==> config.mk <==
export PLATFORM = sky130hd
export DESIGN_NAME = bl_pwm_top
export DESIGN_NICKNAME = d
export VERILOG_FILES = /design/src/rtl/bl_pwm_pkg.sv /design/src/rtl/bl_pwm_regs.sv /design/src/rtl/bl_pwm_core.sv /design/src/rtl/bl_pwm_top.sv
export SDC_FILE = /design/constraint.sdc
export NUM_CORES = 1
export LEC_CHECK = 0
export BUFFER_PORTS_ARGS = -buffer_cell sky130_fd_sc_hd__clkbuf_2
export CAP_MARGIN = 20
export CORE_UTILIZATION = 30
export DETAILED_ROUTE_END_ITERATION = 10
export GPL_TIMING_DRIVEN = 0
export MAX_ROUTING_LAYER = met4
export PLACE_DENSITY = 0.45
export SLEW_MARGIN = 20
export SYNTH_ARGS = -nofsm -noshare
export SYNTH_HDL_FRONTEND = slang
export SYNTH_HIERARCHICAL = 1
export SYNTH_SLANG_ARGS = --single-unit
==> constraint.sdc <==
create_clock -name clk -period 1.78 [get_ports clk]
set_input_delay 0.267 -clock clk [delete_from_list [all_inputs] [get_ports clk]]
set_output_delay 0.267 -clock clk [all_outputs]
set_load 0.03 [all_outputs]
==> src/rtl/bl_pwm_pkg.sv <==
package bl_pwm_pkg;
    localparam int DIV_W   = 10;
    localparam int PER_W   = 12;
    localparam int HI_W    = 13;
    localparam int ADDR_W  = 4;
    localparam int DATA_W  = 32;

    localparam int DIV_LSB = 16;
    localparam int PER_LSB = 0;
    localparam int HI_LSB  = 16;
    localparam int EN_BIT  = 0;
    localparam int CMT_BIT = 0;

    localparam logic [ADDR_W-1:0] A_EN    = ADDR_W'(0);
    localparam logic [ADDR_W-1:0] A_CMT   = ADDR_W'(2);
    localparam logic [ADDR_W-1:0] A_CTRL0 = ADDR_W'(4);
    localparam logic [ADDR_W-1:0] A_CTRL1 = ADDR_W'(5);

    typedef struct packed {
        logic [DIV_W-1:0] div;
        logic [PER_W-1:0] per;
        logic [HI_W-1:0]  hi;
    } pwm_cfg_t;
endpackage

==> src/rtl/bl_pwm_regs.sv <==
module bl_pwm_regs
    import bl_pwm_pkg::*;
(
    input  logic              clk,
    input  logic              rst_n,
    input  logic              valid,
    input  logic              write,
    input  logic [ADDR_W-1:0] addr,
    input  logic [DATA_W-1:0] wdata,
    output logic [DATA_W-1:0] rdata,
    output logic              en,
    output logic              commit_req,
    output pwm_cfg_t          cfg
);
    typedef struct packed {
        logic              en;
        logic              cmt;
        pwm_cfg_t          cfg;
        logic [DATA_W-1:0] rdata;
    } regs_t;

    regs_t             r_d, r_q;
    logic [DATA_W-1:0] word_d;
    logic              unused_wdata;

    assign unused_wdata = ^wdata;

    // read multiplexer
    always_comb begin
        word_d = '0;
        case (addr)
            A_EN:    word_d[EN_BIT]  = r_q.en;
            A_CMT:   word_d[CMT_BIT] = r_q.cmt;
            A_CTRL0: word_d[DIV_LSB +: DIV_W] = r_q.cfg.div;
            A_CTRL1: begin
                word_d[PER_LSB +: PER_W] = r_q.cfg.per;
                word_d[HI_LSB +: HI_W]   = r_q.cfg.hi;
            end
            default: word_d = '0;
        endcase
    end

    always_comb begin
        r_d        = r_q;
        commit_req = 1'b0;
        if (valid && write) begin
            case (addr)
                A_EN:    r_d.en = wdata[EN_BIT];
                A_CMT: begin
                    r_d.cmt    = wdata[CMT_BIT];
                    commit_req = wdata[CMT_BIT] && !r_q.cmt;
                end
                A_CTRL0: r_d.cfg.div = wdata[DIV_LSB +: DIV_W];
                A_CTRL1: begin
                    r_d.cfg.per = wdata[PER_LSB +: PER_W];
                    r_d.cfg.hi  = wdata[HI_LSB +: HI_W];
                end
                default: ;
            endcase
        end else if (valid) begin
            r_d.rdata = word_d;
        end
    end

    always_ff @(posedge clk or negedge rst_n) begin
        if (!rst_n) r_q <= '0;
        else        r_q <= r_d;
    end

    assign rdata = r_q.rdata;
    assign en    = r_q.en;
    assign cfg   = r_q.cfg;
endmodule

==> src/rtl/bl_pwm_core.sv <==
module bl_pwm_core
    import bl_pwm_pkg::*;
(
    input  logic     clk,
    input  logic     rst_n,
    input  logic     en,
    input  pwm_cfg_t shadow,
    input  logic     commit_req,
    output pwm_cfg_t act,
    output logic     pend,
    output logic     pwm_out
);
    typedef struct packed {
        pwm_cfg_t         act;
        logic             pend;
        logic [DIV_W-1:0] pre;
        logic [PER_W-1:0] tick;
    } core_t;

    core_t         c_d, c_q;
    logic          pre_wrap;
    logic          boundary;
    logic          apply;
    logic [HI_W:0] tick_x;
    logic [HI_W:0] hi_x;

    always_comb begin
        pre_wrap = (c_q.pre == c_q.act.div);
        boundary = pre_wrap && (c_q.tick == c_q.act.per);
        apply    = c_q.pend && (!en || boundary);

        c_d = c_q;
        if (!en) begin
            c_d.pre  = '0;
            c_d.tick = '0;
        end else if (pre_wrap) begin
            c_d.pre  = '0;
            c_d.tick = boundary ? '0 : c_q.tick + 1'b1;
        end else begin
            c_d.pre  = c_q.pre + 1'b1;
        end

        if (apply) c_d.act = shadow;

        if (commit_req)  c_d.pend = 1'b1;
        else if (apply)  c_d.pend = 1'b0;
    end

    always_ff @(posedge clk or negedge rst_n) begin
        if (!rst_n) c_q <= '0;
        else        c_q <= c_d;
    end

    assign tick_x  = (HI_W+1)'(c_q.tick);
    assign hi_x    = (HI_W+1)'(c_q.act.hi);
    assign pwm_out = en && (tick_x < hi_x);
    assign act     = c_q.act;
    assign pend    = c_q.pend;
endmodule

==> src/rtl/bl_pwm_top.sv <==
module bl_pwm_top
    import bl_pwm_pkg::*;
(
    input  logic              clk,
    input  logic              rst_n,
    input  logic              reg_valid,
    input  logic              reg_write,
    input  logic [ADDR_W-1:0] reg_addr,
    input  logic [DATA_W-1:0] reg_wdata,
    output logic [DATA_W-1:0] reg_rdata,
    output logic              pwm_out
);
    logic     en_w;
    logic     req_w;
    logic     pend_w;
    pwm_cfg_t cfg_w;
    pwm_cfg_t act_w;

    bl_pwm_regs u_regs (
        .clk        (clk),
        .rst_n      (rst_n),
        .valid      (reg_valid),
        .write      (reg_write),
        .addr       (reg_addr),
        .wdata      (reg_wdata),
        .rdata      (reg_rdata),
        .en         (en_w),
        .commit_req (req_w),
        .cfg        (cfg_w)
    );

    bl_pwm_core u_core (
        .clk        (clk),
        .rst_n      (rst_n),
        .en         (en_w),
        .shadow     (cfg_w),
        .commit_req (req_w),
        .act        (act_w),
        .pend       (pend_w),
        .pwm_out    (pwm_out)
    );
endmodule

# [Yosys cells after proc, flatten, opt, wreduce, memory -nomap -nowiden]
# Cells that the tools add are included.
[classes] n_addsub=2 magnitude_cmp=1 n_mux=12 bitwise=1 reduce_logical=15 eq_ne=6
[op_table] cell="$mux W12" n=2
[op_table] cell="$mux W22" n=1
[op_table] cell="$pmux W10 S2" n=1
[op_table] cell="$lt A12 B13 Y1" n=1
[op_table] cell="$add A12 B1 Y12 const B" n=1
[op_table] cell="$eq A12 B12 Y1" n=1
[op_table] cell="$mux W11" n=1
[op_table] cell="$add A10 B1 Y10 const B" n=1
[op_table] cell="$eq A10 B10 Y1" n=1
[op_table] cell="$mux W10" n=1
[op_table] cell="$reduce_and A2 Y1" n=5
[op_table] cell="$eq A4 B3 Y1 const B" n=2
[op_table] cell="$logic_and A1 B1 Y1" n=5
[op_table] cell="$eq A4 B2 Y1 const B" n=1
[op_table] cell="$logic_not A4 Y1" n=1
[op_table] cell="$mux W1" n=4
[op_table] cell="$mux W3" n=1
[op_table] cell="$pmux W1 S3" n=1
[op_table] cell="$logic_not A1 Y1" n=2
[op_table] cell="$ne A2 B1 Y1 const B" n=1
[op_table] cell="$reduce_bool A2 Y1" n=1
[op_table] cell="$logic_or A1 B1 Y1" n=1
[op_table] cell="$not A1 Y1" n=1
[word_totals] elab_cells=49 in_bits=40 ff_bits=120 out_inout_bits=33

# [Longest topological paths before layout]
# Gate-level depths: netlist (run 1).
[logic_depth] word_depth=6 ltp_mapped=7 ltp_nobuf=7

# [By module]
# The synthesis (run 1) kept the hierarchy.
[by_module_without_submodules] mod="bl_pwm_core" seq_area_each_um2=1451.4 cells_each=393 area_each_um2=3945.0 n_inst=1
[by_module_without_submodules] mod="bl_pwm_regs" seq_area_each_um2=1551.5 cells_each=225 area_each_um2=2922.8 n_inst=1

# [Least setup slack after synthesis (run 1)]
# Ideal clock, no wire load.
[synth_timing] path_kind="reg2out" from="reg u_core.c_q (netlist bit u_core/act[11])" to="out pwm_out" slack_ns=-0.245 stages_incl_launch_ff=8 arrival_time_ns=1.758 required_ns=1.513 path_cell_list="dfrtp_1 inv_1 ha_1 a21oi_1 nor2_1 or3_1 a2111oi_0 a21o_1"
[synth_via] elab_chain_len=2
[synth_rtl] element="from (decl)" line="bl_pwm_core.sv:20" rtl="core_t c_d, c_q;"
[synth_rtl] element="from (signal assigned)" line="bl_pwm_core.sv:50" rtl="if (!rst_n) c_q <= '0;"
[synth_rtl] element="from (signal assigned)" line="bl_pwm_core.sv:51" rtl="else c_q <= c_d;"
[synth_rtl] element="$lt A12 B13 Y1" line="bl_pwm_core.sv:56" rtl="assign pwm_out = en && (tick_x < hi_x);"
[synth_rtl] element="$logic_and A1 B1 Y1" line="bl_pwm_core.sv:56"
[synth_rtl] element="to (decl)" line="bl_pwm_top.sv:11" rtl="output logic pwm_out"
# Every way passes these cells.

# [Worst setup path after layout (run 1)]
[layout_timing] from="reg u_core/c_q[6] (netlist name)" to="out pwm_out"
# The elaborated chain is that of the path after synthesis.

==> flow_metrics.tcl, run 1 <==
set metrics [dict create \
    regArea_mm2 0.00302 \
    antenna_found_initial 0 \
    reg2reg_setup_slack_ps -340 \
    grt_pass1_vias 4992 \
    coreArea_mm2 0.0213 \
    p_seq_frac 0.327 \
    cts_inserted_buffers 17 \
    layout.nets 749 \
    avgSynthCellArea_um2 11.3 \
    cts_tree "yes" \
    clk_path_buf_depth 2 \
    overflow 0 \
    multiInputGateArea_mm2 0.00297 \
    status "finished with violations" \
    yosysWarnings 6 \
    wl_per_cell_um 17.3 \
    place_congestion 0.806 \
    arrival_ps 2210 \
    cp_max_fo 3 \
    mostFrequentLayoutCells "dfrtp_1 (107), buf_4 (88), clkbuf_2 (57), inv_1 (54), mux2_2 (36)" \
    setup_viol 48 \
    clockPowerShare 0.355 \
    ios 73 \
    fin_worst_skew_ps 11.1 \
    maxCapViolations 0 \
    track_usage 0.168 \
    pwr_density_cell_mw_per_mm2 1180 \
    clock-sinks 120 \
    combPwrFrac 0.319 \
    synth_cells 583 \
    worstSetupPathType "flip-flop to output port" \
    post-route-period-util 1.39 \
    slew_violations 0 \
    initial_core_util 0.310 \
    swShare 0.336 \
    crit_required_ps 1510 \
    n_fill_cell 2063 \
    slew_headroom 0.425 \
    grt_max_degree 73 \
    rsz0062_at_grt "yes" \
    violations "setup timing" \
    drive_gt1_frac 0.486 \
    p_switching_mw 3.39 \
    drt_iter0_drc 246 \
    fmax_ghz 0.404 \
    p_leak_nw 4.01 \
    routed_wl_um 17000 \
    tns_ps -12240 \
    die-width_um 150 \
    layout_commonest_cell "dfrtp_1" \
    layout_setup_ws_ps -696 \
    max-vdd-ir-drop_v 0.000675 \
    grt_pass1_wl_um 27700 \
    htree_levels 4 \
    ant_nets 0 \
    port_buffers 57 \
    first_pass_iters 4 \
    via_count 4790 \
    period_needed_ps 2480 \
    cp-start-kind "flip-flop" \
    place_hpwl_um 11600 \
    die-area_mm2 0.0226 \
    hold_viol 0 \
    hp-class "input pin to flip-flop" \
    insertion_delay_ps 420 \
    finalNonFillerCells 983 \
    cts_root_buf "clkbuf_16" \
    place_inst 922 \
    post-route-drc-count 0 \
    rows 53 \
    viasPerCell 4.87 \
    critPathCaptureType "output port" \
    path_clk_slew_ps 60 \
    diodes 0 \
    syn_area_mm2 0.00661 \
    intPower_mw 6.68 \
    chipHeight_um 150 \
    worst_slew_pin_slew_ps 856 \
    area_growth_pct 29.3 \
]
==> per-layer routing <==
metal	part of all wire	vias up	GRT usage	wire length, um
met3	0.034	31	0.0342	584
li1	-	2252	-	-
met1	0.48	2404	0.227	8180
met4	0.023	0	0.0636	398
met5	0	-	-	0
met2	0.46	103	0.246	7870
==> timing repair <==
item / in CTS / in global routing
gates cloned: 4 / 0
setup buffers: 23 / 6
resized for setup: 55 / 25
endpoints found under the hold margin: 48 / 0
pin swaps: 16 / 16
endpoints found under the setup margin: 58 / 58
hold buffers: 1 / 0
==> sequential cells by signal, indices dropped and copies added (netlist names) <==
name / flops
u_core/c_q: 22
u_core/act: 35
u_regs/en: 1
u_core/pend: 1
u_regs/r_q: 1
u_regs/rdata: 25
u_regs/cfg: 35
==> worst max-delay path, cell delays in order (launching register included) <==
cell	delay, ps
dfrtp_2	440
ha_1	320
a21o_1	180
a21o_1	200
a2111oi_4	300
a21o_2	210
buf_8	130
==> worst paths after layout <==
kind                                         startpoint                      endpoint  cells after the start
hold / removal                             reg_wdata[2]    u_regs/cfg[15]$_DFFE_PN0P_                      2
max in group asynchronous                         rst_n    u_core/act[34]$_DFFE_PN0P_                      3
hold reg to reg            u_regs/rdata[10]$_DFFE_PN0P_  u_regs/rdata[10]$_DFFE_PN0P_                      1
setup / recovery              u_core/c_q[6]$_DFFE_PN0P_                       pwm_out                      6
setup reg to reg             u_core/act[34]$_DFFE_PN0P_    u_core/act[10]$_DFFE_PN0P_                      7
min in group asynchronous                         rst_n      u_core/c_q[17]$_DFF_PN0_                      2
==> power by group through the flow <==
stage	clock network (mW)	logic, mW	registers (mW)
after global routing	3.78	3.45	3.33
after floorplan	0	1.72	3.24
after CTS	3.67	3.02	3.28
final	3.57	3.21	3.29
after detailed placement	0	2.36	3.34
after global placement	0	2.30	3.33
==> metrics by stage <==
step                      hold WS (ps)  total power [mW]   util  area (um2)  setup slack, ps
after floorplan                  -28.6              4.96      -        6650             -122
after global placement             493              5.63  0.342        7280            -1470
after detailed placement           255              5.70  0.344        7330             -565
after CTS                         62.1              9.98  0.397        8440             -792
after global routing              71.1              10.6  0.401        8540             -753
final                             77.9              10.1  0.401        8540             -696
==> area by class of cell <==
cell class / count / share of cell area
Clock inverter: 13 / 0.0199
Tap cell: 275 / 0.0403
Inverter: 54 / 0.0237
Timing Repair Buffer: 91 / 0.0815
Sequential cell: 120 / 0.354
Clock buffer: 18 / 0.0514
Multi-Input combinational cell: 317 / 0.347
Buffer: 95 / 0.0823
Note: power is estimated with default switching activity, not from simulation.
==> run 2, diff against run 1 <==
Settings changed: CORE_UTILIZATION 30 to 54, PLACE_DENSITY 0.45 to 0.74.
==> flow_metrics.tcl, run 2 (synthesis gave the netlist of run 1 again) <==
set metrics [dict create \
    status "finished with violations" \
    violations "setup timing" \
    chipHeight_um 113 \
    max-vdd-ir-drop_v 0.000698 \
    post-route-period-util 1.39 \
    path_cells "inv_2 > ha_4 > a21oi_2 > nor2_1 > or3_4 > a2111oi_4 > a21o_2 > buf_8" \
    routed_wl_um 16300 \
    grtUsageMet2 0.423 \
    rsz0062_at_grt "yes" \
    min_from "reg_wdata[4]" \
    ant_nets 0 \
    wl_per_cell_um 18.9 \
    grt_pass1_wl_um 26000 \
    use_met1 0.359 \
    mostFrequentLayoutCells "dfrtp_1 (107), buf_4 (94), clkbuf_2 (55), inv_1 (53), mux2_2 (36)" \
    arrival_ps 2200 \
    via_count 4965 \
    layout_setup_ws_ps -691 \
    period_needed_ps 2470 \
    layout.nets 757 \
    n_fill_cell 776 \
    cp-startpoint "u_core/act[11]$_DFFE_PN0P_" \
    grt_util_met3 0.0589 \
    clk_path_buf_depth 2 \
    cp_max_fo 2 \
    die-width_um 113 \
    rows 40 \
    port_buffers 57 \
    slew_violations 0 \
    worst_slew_pin_slew_ps 1130 \
    critPathCaptureType "output port" \
    track_usage 0.278 \
    diodes 0 \
    slowest_delay_ps 380 \
    drt_iter0_drc 258 \
    p_leak_nw 4.06 \
    grt_max_degree 91 \
    slew_headroom 0.243 \
    r2r_start "u_core/c_q[8]$_DFFE_PN0P_" \
    place_congestion 0.892 \
    fin_worst_skew_ps 8.43 \
    hp-class "input pin to flip-flop" \
    pwr_density_cell_mw_per_mm2 1220 \
    area_growth_pct 28.9 \
    path_clk_slew_ps 50 \
    layout_commonest_cell "dfrtp_1" \
    clock-sinks 120 \
    cts_tree "yes" \
    worstSetupPathType "flip-flop to output port" \
    antenna_found_initial 0 \
    coreArea_mm2 0.0120 \
    hold_viol 0 \
    finalNonFillerCells 863 \
    first_pass_iters 4 \
    cts_inserted_buffers 17 \
    busiest_layer "met2" \
    grt_pass1_vias 4997 \
    cp-start-kind "flip-flop" \
    place_hpwl_um 10200 \
    tns_ps -17800 \
    post-route-drc-count 0 \
    crit_path_top_delay_cell "dfrtp_1" \
    cts_root_buf "clkbuf_16" \
    drive_gt1_frac 0.506 \
    crit_required_ps 1510 \
    insertion_delay_ps 420 \
    ios 73 \
    setup_viol 59 \
    overflow 0 \
    viasPerCell 5.75 \
    die-area_mm2 0.0127 \
    initial_core_util 0.552 \
    maxCapViolations 0 \
    fmax_ghz 0.405 \
    place_inst 794 \
    htree_levels 4 \
]
## run 2: changes by cell type in the layout (fill, tap and decap cells not counted), sizes merged
| cell | previous run | this run |
|---|---|---|
| inv | 58 | 54 |
| clkinvlp | 3 | 0 |
| clkinv | 3 | 6 |
| or4 | 1 | 2 |
| buf | 116 | 125 |
| clkbuf | 87 | 89 |
## run 2: cell type report
class                      count  area, um2  area share
multi-input combinational    318       3070       0.361
sequential                   120       3020       0.355
buffer                        96        726      0.0853
timing repair buffer          97        721      0.0847
clock buffer                  22        464      0.0545
inverter                      54        203      0.0238
tap                          147        184      0.0216
clock inverter                 9        124      0.0146
## run 2: through the flow
step	cell area [um2]	util	total power [mW]	hold WS, ps	setup slack, ps
floorplan	6650	-	4.96	-28.6	-122
global placement	7120	0.595	5.49	493	-1310
detailed placement	7160	0.598	5.57	183	-438
CTS	8300	0.694	9.86	65.8	-676
global route	8510	0.712	10.8	76.7	-806
finish	8510	0.712	10.4	75.9	-691
## run 2: path summary, 6_finish.rpt
path,to,depth (start not counted),slack (ps)
min,u_regs/cfg[17]$_DFFE_PN0P_,2,80
max reg2reg,u_core/act[17]$_DFFE_PN0P_,8,-390
min in group asynchronous,u_core/c_q[18]$_DFF_PN0_,2,310
max in group asynchronous,u_regs/en$_DFFE_PN0P_,3,740
min reg2reg,u_regs/rdata[26]$_DFFE_PN0P_,1,500
max,pwm_out,8,-690
## run 2: what timing repair did
action | 4_1_cts | 5_1_grt
gates cloned | 5 | 0
gates resized for setup | 66 | 31
setup buffers | 26 | 10
endpoints found under the setup margin | 58 | 59
endpoints found under the hold margin | 30 | 0
pin swaps | 24 | 19
hold buffers | 1 | 0
## run 2: layer usage
| metal | wire length, um | vias to the layer above | part of all wire |
|---|---|---|---|
| li1 | - | 2260 | - |
| met1 | 7210 | 2482 | 0.44 |
| met2 | 7810 | 170 | 0.48 |
| met3 | 836 | 53 | 0.051 |
| met4 | 474 | 0 | 0.029 |
| met5 | 0 | - | 0 |
## run 2: where the power goes
part	switching, mW	total, mW	internal [mW]
Clock	1.19	3.45	2.25
Combinational	2.00	3.67	1.66
Sequential	0.272	3.29	3.02
Total	3.47	10.4	6.94
## run 2: worst max-delay path: cells and delay by family (launching register included)
family	cells	cell delay (ps)
AO/OA/AOI/OAI	3	600
buffers and inverters	2	200
flip-flops	1	380
AND/OR/NAND/NOR	2	410
adder cells (fa/ha/maj)	1	200
